--- config.mk ---
export PLATFORM = sky130hd
export DESIGN_NAME = dmahs_ctrl
export DESIGN_NICKNAME = d
export VERILOG_FILES = /design/src/rtl/dmahs_pkg.sv /design/src/rtl/dmahs_cfg_reg.sv /design/src/rtl/dmahs_byte_counter.sv /design/src/rtl/dmahs_req_gen.sv /design/src/rtl/dmahs_ctrl.sv
export SDC_FILE = /design/constraint.sdc
export NUM_CORES = 1
export LEC_CHECK = 0
export BUFFER_PORTS_ARGS = -buffer_cell sky130_fd_sc_hd__buf_2
export CAP_MARGIN = 20
export CORE_UTILIZATION = 40
export CTS_CLUSTER_DIAMETER = 150
export DETAILED_ROUTE_END_ITERATION = 10
export PLACE_DENSITY = 0.61
export SKIP_LAST_GASP = 1
export SYNTH_ARGS = -nofsm -noshare
export SYNTH_HDL_FRONTEND = slang
export SYNTH_SLANG_ARGS = --single-unit
export TNS_END_PERCENT = 10
--- constraint.sdc ---
create_clock -name clk -period 4 [get_ports clk]
set_clock_uncertainty 0.05 [all_clocks]
set_input_delay 0 -clock clk [delete_from_list [all_inputs] [get_ports clk]]
set_output_delay 0 -clock clk [all_outputs]
set_load 0.03 [all_outputs]
--- src/rtl/dmahs_pkg.sv ---
package dmahs_pkg;
   localparam int unsigned CFG_W      = 8;
   localparam int unsigned CFG_BIT_RL = 7;
   localparam int unsigned CFG_BIT_SW = 3;
   localparam int unsigned CFG_BIT_CD = 0;
   localparam logic [CFG_W-1:0] CFG_IMPL_MASK =
      CFG_W'((1 << CFG_BIT_RL) | (1 << CFG_BIT_SW) | (1 << CFG_BIT_CD));

   typedef struct packed {
      logic rcv_limit;
      logic single_word;
      logic count_down;
   } dmahs_cfg_t;
endpackage

--- src/rtl/dmahs_cfg_reg.sv ---
module dmahs_cfg_reg
   import dmahs_pkg::*;
(
   input  logic             clk,
   input  logic             rst_n,
   input  logic             we,
   input  logic [CFG_W-1:0] wdata,
   output logic [CFG_W-1:0] rdata,
   output dmahs_cfg_t       cfg
);
   logic [CFG_W-1:0] bits_q;

   for (genvar i = 0; i < CFG_W; i++) begin : g_bit
      if (CFG_IMPL_MASK[i]) begin : g_impl
         always_ff @(posedge clk or negedge rst_n) begin
            if (!rst_n)  bits_q[i] <= 1'b0;
            else if (we) bits_q[i] <= wdata[i];
         end
      end else begin : g_rsvd
         assign bits_q[i] = 1'b0;
      end
   end

   assign rdata           = bits_q;
   assign cfg.rcv_limit   = bits_q[CFG_BIT_RL];
   assign cfg.single_word = bits_q[CFG_BIT_SW];
   assign cfg.count_down  = bits_q[CFG_BIT_CD];


   rsvd_zero_chk: assert property (@(posedge clk) disable iff (!rst_n)
      we |=> (rdata == ($past(wdata) & CFG_IMPL_MASK)));
endmodule

--- src/rtl/dmahs_byte_counter.sv ---
module dmahs_byte_counter #(
   parameter int unsigned CNT_W      = 32,
   parameter int unsigned WORD_BYTES = 2
) (
   input  logic             clk,
   input  logic             rst_n,
   input  logic             load_en,
   input  logic [CNT_W-1:0] load_val,
   input  logic             step,
   input  logic             count_down,
   output logic [CNT_W-1:0] cnt,
   output logic             last_word,
   output logic             is_zero
);
   localparam logic [CNT_W-1:0] STEP_V = CNT_W'(WORD_BYTES);

   if (CNT_W < 8) begin : g_bad_width
      $error("dmahs_byte_counter: CNT_W must be at least 8");
   end
   if (WORD_BYTES == 0) begin : g_bad_word
      $error("dmahs_byte_counter: WORD_BYTES must be nonzero");
   end

   logic [CNT_W-1:0] cnt_q, cnt_d;

   always_comb begin
      cnt_d = cnt_q;
      if (load_en)
         cnt_d = load_val;
      else if (step) begin
         if (count_down) cnt_d = (cnt_q > STEP_V) ? (cnt_q - STEP_V) : '0;
         else            cnt_d = cnt_q + STEP_V;
      end
   end

   always_ff @(posedge clk or negedge rst_n) begin
      if (!rst_n) cnt_q <= '0;
      else        cnt_q <= cnt_d;
   end

   assign cnt       = cnt_q;
   assign last_word = count_down && (cnt_q <= STEP_V);
   assign is_zero   = (cnt_q == '0);


   no_underflow_chk: assert property (@(posedge clk) disable iff (!rst_n)
      (step && !load_en && count_down) |=> (cnt_q <= $past(cnt_q)));
endmodule

--- src/rtl/dmahs_req_gen.sv ---
module dmahs_req_gen
   import dmahs_pkg::*;
#(
   parameter int unsigned ROOM_W     = 12,
   parameter int unsigned WORD_BYTES = 2,
   parameter int unsigned RL_THRESH  = 32,
   parameter int unsigned RL_SLACK   = 16
) (
   input  logic              clk,
   input  logic              rst_n,
   input  dmahs_cfg_t        cfg,
   input  logic              start,
   input  logic              stop,
   input  logic              wr_dir,
   input  logic              word_done,
   input  logic [ROOM_W-1:0] room,
   input  logic              last_word,
   input  logic              cnt_zero,
   output logic              active,
   output logic              req,
   output logic              done
);
   localparam logic [ROOM_W-1:0] TH_NORM = ROOM_W'(WORD_BYTES);
   localparam logic [ROOM_W-1:0] TH_RL   = ROOM_W'(RL_THRESH);

   if (RL_THRESH >= (1 << ROOM_W)) begin : g_bad_thresh
      $error("dmahs_req_gen: RL_THRESH does not fit in ROOM_W");
   end
   if (RL_SLACK >= RL_THRESH || (RL_SLACK % WORD_BYTES) != 0) begin : g_bad_slack
      $error("dmahs_req_gen: RL_SLACK must be word aligned and below RL_THRESH");
   end

   logic active_q, active_d, req_q, req_d, done_q, done_d;
   logic rl_eff, can_go, zero_start;

   assign rl_eff     = cfg.rcv_limit && !cfg.single_word && !cfg.count_down && wr_dir;
   assign can_go     = room >= (rl_eff ? TH_RL : TH_NORM);
   assign zero_start = !active_q && start && cfg.count_down && cnt_zero;

   always_comb begin
      if (!active_q) active_d = start && !zero_start;
      else           active_d = !(stop || (word_done && last_word));
      done_d = zero_start || (active_q && word_done && last_word);
      req_d  = active_d && can_go && !(cfg.single_word && active_q && word_done);
   end

   always_ff @(posedge clk or negedge rst_n) begin
      if (!rst_n) begin
         active_q <= 1'b0;
         req_q    <= 1'b0;
         done_q   <= 1'b0;
      end else begin
         active_q <= active_d;
         req_q    <= req_d;
         done_q   <= done_d;
      end
   end

   assign active = active_q;
   assign req    = req_q;
   assign done   = done_q;


   stop_drop_chk: assert property (@(posedge clk) disable iff (!rst_n)
      (active_q && stop) |=> (!req_q && !active_q));

   single_gap_chk: assert property (@(posedge clk) disable iff (!rst_n)
      (active_q && cfg.single_word && word_done) |=> !req_q);

   room_norm_chk: assert property (@(posedge clk) disable iff (!rst_n)
      (room < TH_NORM) |=> !req_q);

   rl_early_chk: assert property (@(posedge clk) disable iff (!rst_n)
      (rl_eff && room < TH_RL) |=> !req_q);
endmodule

--- src/rtl/dmahs_ctrl.sv ---
module dmahs_ctrl
   import dmahs_pkg::*;
#(
   parameter int unsigned CNT_W      = 32,
   parameter int unsigned ROOM_W     = 12,
   parameter int unsigned WORD_BYTES = 2,
   parameter int unsigned RL_THRESH  = 32,
   parameter int unsigned RL_SLACK   = 16
) (
   input  logic              clk,
   input  logic              rst_n,
   input  logic              cfg_we,
   input  logic [7:0]        cfg_wdata,
   output logic [7:0]        cfg_rdata,
   input  logic              cnt_we,
   input  logic [CNT_W-1:0]  cnt_wdata,
   output logic [CNT_W-1:0]  cnt_rdata,
   input  logic              start,
   input  logic              stop,
   input  logic              wr_dir,
   input  logic              word_done,
   input  logic [ROOM_W-1:0] ep_room,
   output logic              dma_req,
   output logic              xfer_done
);
   dmahs_cfg_t cfg;
   logic       active, last_word, cnt_zero, step, load_en;

   assign step    = word_done && active;
   assign load_en = cnt_we && !active;

   dmahs_cfg_reg u_cfg (
      .clk   (clk),
      .rst_n (rst_n),
      .we    (cfg_we),
      .wdata (cfg_wdata),
      .rdata (cfg_rdata),
      .cfg   (cfg)
   );

   dmahs_byte_counter #(.CNT_W(CNT_W), .WORD_BYTES(WORD_BYTES)) u_cnt (
      .clk        (clk),
      .rst_n      (rst_n),
      .load_en    (load_en),
      .load_val   (cnt_wdata),
      .step       (step),
      .count_down (cfg.count_down),
      .cnt        (cnt_rdata),
      .last_word  (last_word),
      .is_zero    (cnt_zero)
   );

   dmahs_req_gen #(
      .ROOM_W(ROOM_W), .WORD_BYTES(WORD_BYTES),
      .RL_THRESH(RL_THRESH), .RL_SLACK(RL_SLACK)
   ) u_req (
      .clk       (clk),
      .rst_n     (rst_n),
      .cfg       (cfg),
      .start     (start),
      .stop      (stop),
      .wr_dir    (wr_dir),
      .word_done (word_done),
      .room      (ep_room),
      .last_word (last_word),
      .cnt_zero  (cnt_zero),
      .active    (active),
      .req       (dma_req),
      .done      (xfer_done)
   );


   idle_quiet_chk: assert property (@(posedge clk) disable iff (!rst_n)
      (!active && !start) |=> !dma_req);

   done_zero_chk: assert property (@(posedge clk) disable iff (!rst_n)
      xfer_done |-> (cnt_rdata == '0));

   freerun_inc_chk: assert property (@(posedge clk) disable iff (!rst_n)
      (active && word_done && !cfg.count_down)
         |=> (cnt_rdata == $past(cnt_rdata) + CNT_W'(WORD_BYTES)));

   busy_load_chk: assert property (@(posedge clk) disable iff (!rst_n)
      (active && cnt_we && !word_done) |=> $stable(cnt_rdata));
endmodule

* After elaboration in Yosys (flattened, before gate mapping)
Index checks and enable logic that the tools add are counted.
Storage, ports and cells: logic and storage cells 44, register bits after elaboration 38
Cells by class: add/sub/neg operators 2, reductions and logical operators 26, $lt $le $gt $ge 3, multiplexer cells 6
Operators by type and width (number):
- $mux 32 | 4
- $add 32x2->32 const B | 1
- $gt 32x2->1 const B | 1
- $le 32x2->1 const B | 1
- $logic_not 32->1 | 1
- $sub 32x2->32 const B | 1
- $logic_and 1x1->1 | 16
- $ge 12x12->1 | 1
- $logic_not 1->1 | 6
- $mux 6 | 1
- $logic_or 1x1->1 | 2
- $reduce_bool 2->1 | 1
- $mux 1 | 1

* Longest topological paths before layout
Gate-level depths: netlist of run 1.
word-level depth 9, depth in mapped cells 10

* By module
A second synthesis of run 1 with hierarchy kept.
Second synthesis, totals: cell total of the unflattened synthesis 471, area, all modules 3602.2 µm²
By module, submodules not included:
- dmahs_byte_counter | cells each 433, area an instance 3200.6 µm², instances 1
- dmahs_req_gen | cells each 21, area an instance 212.7 µm², instances 1
- dmahs_cfg_reg | cells each 15, area an instance 172.7 µm², instances 1
- dmahs_ctrl | cells each 2, area an instance 16.3 µm², instances 1

* Least setup slack after synthesis of run 1
Ideal clock, no wire load.
path kind flip-flop to flip-flop, from register u_cnt.cnt_q[18], in the netlist u_cnt.cnt[18], to register u_cnt.cnt_q[23], in the netlist u_cnt.cnt[23], arrival time 2.461 ns, cell stages (with the launch flop) 8, slack 1.365 ns, library setup time 0.124 ns, clock period less this slack 2.635 ns, data required time 3.826 ns, cells stage by stage dfrtp_1 > buf_6 > or4_4 > or3_4 > o41ai_4 > buf_6 > a211oi_2 > a211o_1
Between the ends: longest elaborated chain between the ends 5, elaborated cells on any way between the ends 7
Ends and longest elaborated chain:
- start: declaration | line dmahs_byte_counter.sv:24 | logic [CNT_W-1:0] cnt_q, cnt_d;
- start signal: assignment | line dmahs_byte_counter.sv:38 | else cnt_q <= cnt_d;
- $sub 32x2->32 / $gt 32x2->1 (equally long branches) | line dmahs_byte_counter.sv:31 | if (count_down) cnt_d = (cnt_q > STEP_V) ? (cnt_q - STEP_V) : '0;
- $mux 32 | line dmahs_byte_counter.sv:31
- $mux 32 * | line dmahs_byte_counter.sv:31
- $mux 32 * | line dmahs_byte_counter.sv:30 | else if (step) begin
- $mux 32 * | line dmahs_byte_counter.sv:28 | if (load_en)
Every way passes the cells marked *; elsewhere a longest branch is shown, timed or not. The select of a mux whose other input is x is not followed. A chain may end at the register's enable or synchronous reset.

* Worst setup path in the final report of run 1
from register u_cnt.cnt_q[6], in the netlist u_cnt.cnt[6], to register u_cnt.cnt_q[14], in the netlist u_cnt.cnt[14]
Same word-level chain as after synthesis.

==> reports/metrics.cfg, run 1 <==
[run_status]
status = finished clean

[pwr]
seq_power_share_pct = 36.8
p_comb_share_pct = 48.2
pwr-share-clk_pct = 15.0
switchingPower_mw = 1.12
finalPower_mw = 2.21
p_per_area_mw_per_mm2 = 498
p_sw_share_pct = 50.8
cellLeakagePower_nw = 1.83
ir_drop_mv = 0.253
p_int_mw = 1.09

[synthesis]
avgSynthCellArea_um2 = 7.67
synthArstFlopShare_pct = 100
synth_area_mm2 = 0.00360
yosysWarnings = 0
yosysSeqAreaShare_pct = 26.4
synth_top_area_share_pct = 26.4
synth_edf_count = 0
synth_cell_types = 65
synth_area_leaders = dfrtp_1 26%, nand2_1 5.4%, nor4_1 4.3%
ys_ff_latch = 38
synth_top_area_cell = dfrtp_1
ys.flop_type = dfrtp_1
syn_inst = 469

[placement]
gp_congestion = 0.896
numPortBuffers = 91
hpwlAfterDp_mm = 8.25

[clocking]
cts_root_buf = clkbuf_8
cts_tree = done
cts_made_buffers = 5
clk_latency_ns = 0.31
clock-sinks = 38
cts_max_level = 2
clk_pin_slew_ns = 0.09
ctsLongestPathBuffers = 2

[final_layout]
fill_cells = 864
antenna_cells = 0
area_growth_pct = 23.4
drive_gt1_share_pct = 22.8
finalNetCount = 620

[sta]
relSlewSlack_pct = 37.6
drv_slew = 0
hold_violations = 0
fmax_ghz = 0.348
rsz0062_at_grt = false
setup_viol = 0
fin_tns_setup_ns = 0
tightestPinTransition_ns = 0.936
fin_crit_ns = 2.87
fin_crit_sh_pct = 71.8

[route]
vias = 4031
via_per_inst = 6.06
ant_nets = 0
drt_first_pass_iters = 7
drc = 0
drt_iter0_drc = 352
avgRoutedWirePerCell_um = 18.1
wirelength_mm = 12.1

[global_route]
grt_max_degree = 39
grt_pass1_wl_mm = 19.7
antenna_found_initial = 0
overflow = 0
grtUsageTotal_pct = 25.7
grt_pass1_vias = 3777

[die]
die_y_um = 96.8
rows = 34
die_w_um = 96.8
fp.dieArea_mm2 = 0.00938
core_region_area_mm2 = 0.00872
ioPinCount = 102
start_util_pct = 41.2

[setup_path]
critPathArrivalTime_ns = 3.02
slowest_stage = nor4_2
cp-start-kind = register
crit_family = simple AND/OR/NAND/NOR gates
crit_path_end_kind = register
crit_required_ns = 4.14
crit_path_max_fanout = 15
cp.buffers_inverters = 0
path_class = register to register
path_cells = nor4_2 -> nand2_1 -> or4_1 -> xnor2_1 -> a221o_1
slowest_delay_ns = 0.64

[hold_path]
hold_path.class = input port to register

[job]
max_cap_violations = 0

==> synthesized netlist by cell type, drive strengths merged, types with 2 or more instances <==
master	instances
nor2b	3
o31a	4
nand2b	4
a211o	5
o221a	5
and3	5
o41ai	2
clkbuf	34
a222oi	2
nor2	27
mux2	2
nor4b	2
or2	4
inv	10
nand4	16
nor4	26
or3	8
a22oi	5
or4	12
a21o	2
and2	3
a221o	3
dfrtp	38
a221oi	3
o221ai	7
ha	4
o21ai	21
a21oi	18
o21a	3
buf	22
mux2i	7
o22ai	3
and4	2
nor3	16
o311ai	3
a21boi	4
a31oi	6
xnor2	16
nand2	52
o31ai	5
nand3	23
o211ai	4
xor2	15
==> stage by stage <==
stage	hold slack [ns]	std cells	setup slack [ns]	util (%)	area, µm²
finish	0.0161	665	1.13	50.9	4440
global route	0.0466	665	0.872	50.9	4440
CTS	0.0213	665	1.13	50.9	4440
detailed placement	0.146	627	1.15	46.2	4030
global placement	0.135	627	1.20	46.2	4030
floorplan	-0.346	473	1.36	-	3610
==> cell families (layout without fill, tap and decap cells) <==
logic type,after synthesis,count (layout),share of synthesized area [%]
buffers and inverters,67,151,8.38
AO/OA/AOI/OAI,115,115,23.7
XOR/XNOR,31,31,7.55
flip-flops,38,38,26.4
multiplexers,9,9,2.57
adder cells (fa/ha/maj),4,4,1.39
other,1,5,0.104
AND/OR/NAND/NOR,204,204,29.8
==> final cells by class <==
class	instances	area (µm²)	area share, %
multi-input cells	368	2360	53.2
flip-flops and latches	38	951	21.4
repair buffers	132	838	18.9
well taps	108	135	3.04
clock buffers	8	110	2.48
inverters	11	41.3	0.930
==> power groups by stage <==
stage | registers, mW | clock network, mW | logic (mW)
2_1_floorplan | 0.801 | 0 | 0.770
3_5_place_dp | 0.812 | 0 | 1.04
5_1_grt | 0.848 | 0.355 | 1.16
4_1_cts | 0.803 | 0.338 | 1.06
3_3_place_gp | 0.802 | 0 | 1.02
6_report | 0.813 | 0.332 | 1.06
==> layer usage <==
layer  track usage, %  share of wire [%]  vias to the layer above
li1                 -                  -                     1919
met1             35.5                 45                     1938
met2             43.0                 48                      157
met3             2.67                5.5                       17
met4             6.08                1.6                        0
met5                0                  0                        -
==> what timing repair did <==
| action | CTS | global route |
|---|---|---|
| gates resized for setup | 0 | 0 |
| endpoints found under the hold margin | 64 | 0 |
| hold buffers | 30 | 0 |
| setup buffers | 0 | 0 |
==> sequential cells by signal, indices dropped and copies added, names as in the netlist <==
register	cells
u_req.req	1
u_cnt.cnt	32
u_req.done	1
u_cfg.cfg	3
u_req.active	1
==> worst paths after layout <==
| check | from | cells past startpoint | slack (ns) | to |
|---|---|---|---|---|
| min in group asynchronous | rst_n | 2 | 0.33 | u_cnt.cnt[9] |
| max in group asynchronous | rst_n | 2 | 2.99 | u_cnt.cnt[0] |
| min reg2reg | u_cfg.cfg[1] | 2 | 0.58 | u_req.req |
| max | u_cnt.cnt[6] | 5 | 1.13 | u_cnt.cnt[14] |
| min | cnt_wdata[29] | 4 | 0.02 | u_cnt.cnt[29] |
| max reg2reg | u_cnt.cnt[6] | 5 | 1.13 | u_cnt.cnt[14] |
==> worst min-delay path: cells and delay by family <==
family          cells  cell delay [ns]
simple gates        1             0.04
compound gates      2             0.22
buf+inv             1             0.08
==> placed cells by master (no fill, tap or decap), drive strengths merged, types with 6 or more instances in the layout <==
| master | Yosys | layout |
|---|---|---|
| buf | 22 | 102 |
| nand2 | 52 | 52 |
| dfrtp | 38 | 38 |
| dlygate4sd3 | 0 | 30 |
| nor2 | 27 | 27 |
| nor4 | 26 | 26 |
| nand3 | 23 | 23 |
| o21ai | 21 | 21 |
| a21oi | 18 | 18 |
| nor3 | 16 | 16 |
| nand4 | 16 | 16 |
| xnor2 | 16 | 16 |
| xor2 | 15 | 15 |
| or4 | 12 | 12 |
| inv | 10 | 10 |
| clkbuf | 34 | 8 |
| or3 | 8 | 8 |
| o221ai | 7 | 7 |
| mux2i | 7 | 7 |
| a31oi | 6 | 6 |
Note: power is estimated with default switching activity, not from simulation.
==> inputs of run 2 (changes only) <==
--- a/config.mk
+++ b/config.mk
@@ -5,12 +5,13 @@
 export SDC_FILE = /design/constraint.sdc
 export NUM_CORES = 1
 export LEC_CHECK = 0
+export ABC_AREA = 1
 export BUFFER_PORTS_ARGS = -buffer_cell sky130_fd_sc_hd__buf_2
 export CAP_MARGIN = 20
 export CORE_UTILIZATION = 40
 export CTS_CLUSTER_DIAMETER = 150
 export DETAILED_ROUTE_END_ITERATION = 10
-export PLACE_DENSITY = 0.61
+export PLACE_DENSITY = 0.62
 export SKIP_LAST_GASP = 1
 export SYNTH_ARGS = -nofsm -noshare
 export SYNTH_HDL_FRONTEND = slang
==> constraint.sdc (replaced) <==
create_clock -name clk -period 2.5 [get_ports clk]
set_clock_uncertainty 0.05 [all_clocks]
set_input_delay 0 -clock clk [delete_from_list [all_inputs] [get_ports clk]]
set_output_delay 0 -clock clk [all_outputs]
set_load 0.03 [all_outputs]
==> run 2 against run 1 <==
Against the previous run: the run now ends with negative hold slack left; register-to-register slack lost 0.89 ns; clock power is 49% higher; critical path type unchanged; via count up 29%; synthesized cell count increased by 58%; area after synthesis rose by 16%.
==> reports/metrics.cfg, run 2 <==
[setup_path]
crit_path_max_fanout = 3  ; -12
path_cells = nor2_1 -> nand2_1 -> nor2_1 -> nand3_2 -> nor2_1 -> nand3_1 -> nand2_1 -> nand2_1 -> dlygate4sd3_1
cp-start-kind = register
crit_path_end_kind = register
slowest_stage = dlygate4sd3_1
cp.buffers_inverters = 1  ; +1
slowest_delay_ns = 0.55  ; -0.09 ns
critPathArrivalTime_ns = 2.41  ; -0.61 ns
crit_required_ns = 2.65  ; -1.49 ns
path_class = register to register
crit_family = simple AND/OR/NAND/NOR gates

[final_layout]
largest_reg_flops = 32  ; unchanged
drive_gt1_share_pct = 19.8  ; -3.0 points
antenna_cells = 0  ; unchanged
final_util_pct = 54.2  ; +3.3 points
area_growth_pct = 29.5
finalNetCount = 951  ; +53%
final_cell_mix = 281 x nand2_1, 142 x nor2_1, 91 x buf_2
final_common_cell = nand2_1

[hold_path]
hold_path.class = input port to register

[sta]
relSlewSlack_pct = 35.8  ; -1.9 points
tightestPinTransition_ns = 0.964  ; +0.0280 ns
fmax_ghz = 0.442  ; +27%
fin_crit_ns = 2.26  ; -0.609 ns
fin_crit_sh_pct = 90.6  ; +19 points
rsz0062_at_grt = false
fin_tns_setup_ns = 0  ; unchanged
setup_viol = 0  ; unchanged
hold_violations = 1  ; +1
drv_slew = 0  ; unchanged
fin_hold_ws_ns = -0.00751  ; -0.0236 ns

[route]
drt_iter0_drc = 429  ; +22%
avgRoutedWirePerCell_um = 15.8  ; -13%
via_per_inst = 5.08  ; -16%
vias = 5185  ; +29%
drc = 0  ; unchanged
drt_first_pass_iters = 7  ; unchanged
ant_nets = 0  ; unchanged
wirelength_mm = 16.1  ; +34%

[pwr]
cellLeakagePower_nw = 2.75  ; +50%
ir_drop_mv = 0.469  ; +86%
p_per_area_mw_per_mm2 = 816  ; +64%

[clocking]
ctsLongestPathBuffers = 2  ; unchanged
cts_root_buf = clkbuf_8
cts_setup_buffers = 0  ; unchanged
clk_pin_slew_ns = 0.09  ; about the same
cts_made_buffers = 5  ; unchanged
clk_latency_ns = 0.31  ; about the same
cts_tree = done
cts_max_level = 2  ; unchanged
clock-sinks = 38  ; unchanged

[global_route]
grt_max_degree = 39  ; unchanged
grt_pass1_vias = 4885  ; +29%
overflow = 0  ; unchanged
grt_pass1_wl_mm = 25.3  ; +29%
grtUsageTotal_pct = 29.9  ; +4.2 points
antenna_found_initial = 0  ; unchanged

[job]
max_cap_violations = 0  ; unchanged

[synthesis]
synth_cell_types = 32  ; -51%
yosysSeqAreaShare_pct = 22.8  ; -3.6 points
synthAdderAreaFrac_pct = 1.20  ; -0.19 points
synth_top_family_by_area = simple AND/OR/NAND/NOR gates
synthSimpleGateAreaFrac_pct = 54.1  ; +24 points
synth_edf_count = 0  ; unchanged
yosysWarnings = 0  ; unchanged
syn_inst = 739  ; +58%
synthArstFlopShare_pct = 100  ; unchanged
synth_area_mm2 = 0.00417  ; +16%
synth_compound_area_share_pct = 6.55  ; -17 points
synth_top_area_cell = nand2_1
synth_top_area_share_pct = 25.3  ; -1.1 points
synth_area_leaders = nand2_1 25%, dfrtp_1 23%, nor2_1 13%
synthXorXnorAreaFrac_pct = 4.00  ; -3.6 points
ys_top_cells_by_count = 281 x nand2_1, 142 x nor2_1, 60 x nand3_1
ys_ff_latch = 38  ; unchanged
ys.flop_type = dfrtp_1
avgSynthCellArea_um2 = 5.64  ; -27%
synth_most_common_cell = nand2_1
synthMuxAreaShare_pct = 0.270  ; -2.3 points

[run_status]
violations = negative hold slack
status = finished, violations left

[die]
ioPinCount = 102  ; unchanged
die_w_um = 104  ; +7.5%
start_util_pct = 41.8  ; +0.59 points
die_y_um = 104  ; +7.5%
fp.dieArea_mm2 = 0.0108  ; +15%
rows = 36  ; +5.9%
core_region_area_mm2 = 0.00995  ; +14%

[placement]
gp_congestion = 0.935  ; +4.3%
numPortBuffers = 91  ; unchanged
hpwlAfterDp_mm = 12.3  ; +49%

run 2: report_power, final:
part           switching, mW  total (mW)  internal (mW)
registers              0.195       0.978          0.783
logic                   1.97        2.93          0.964
clock network          0.272       0.494          0.223
total                   2.43        4.40           1.97
run 2: metal layers:
metal	track usage [%]	routed length, µm	vias to the layer above
li1	-	-	2585
met1	38.8	7110	2361
met2	50.8	7560	206
met3	3.95	1040	33
met4	10.5	436	0
met5	0	0	-
run 2: final cells by class:
| type | count | area (µm²) |
|---|---|---|
| clock buffers | 6 | 82.6 |
| clock inverters | 2 | 12.5 |
| fillers | 1040 | 4560 |
| inverters | 58 | 218 |
| multi-input cells | 613 | 2780 |
| flip-flops and latches | 38 | 951 |
| well taps | 133 | 166 |
| repair buffers | 171 | 1190 |
run 2: per-stage QoR:
step	area, µm²	worst slack [ns]	std cells	total power [mW]
global route	5390	0.0493	1021	4.73
floorplan	4180	0.367	743	2.91
detailed placement	4860	0.295	972	3.82
CTS	5360	0.0757	1020	4.37
global placement	4860	0.313	972	3.79
finish	5390	0.236	1021	4.40
run 2: final timing paths:
| path | startpoint | endpoint | slack (ns) | depth (start not counted) |
|---|---|---|---|---|
| setup / recovery | u_cnt.cnt[29] | u_req.active | 0.24 | 9 |
| hold / removal | ep_room[4] | u_req.req | -0.008 | 5 |
| setup reg to reg | u_cnt.cnt[29] | u_req.active | 0.24 | 9 |
| hold reg to reg | u_cnt.cnt[0] | u_cnt.cnt[0] | 0.54 | 2 |
| max in group asynchronous | rst_n | u_cnt.cnt[27] | 1.46 | 2 |
| min in group asynchronous | rst_n | u_cnt.cnt[14] | 0.32 | 2 |
run 2: cells by family after synthesis:
| kind of cell | count (synthesis) |
|---|---|
| simple gates | 533 |
| buf+inv | 92 |
| compound gates | 51 |
| flops | 38 |
| xor+xnor | 19 |
| fa+ha+maj | 4 |
| other cells | 1 |
| mux | 1 |
run 2: what timing repair did:
item / CTS / global route
endpoints found under the setup margin: 0 / 1
endpoints found under the hold margin: 68 / 0
gates resized for setup: 0 / 4
hold buffers: 40 / 0
run 2: tightest hold or removal path: cells and delay by family:
family / cells / cell delay (ns)
AND/OR/NAND/NOR: 3 / 0.18
buffers and inverters: 1 / 0.07
AO/OA/AOI/OAI: 1 / 0.07
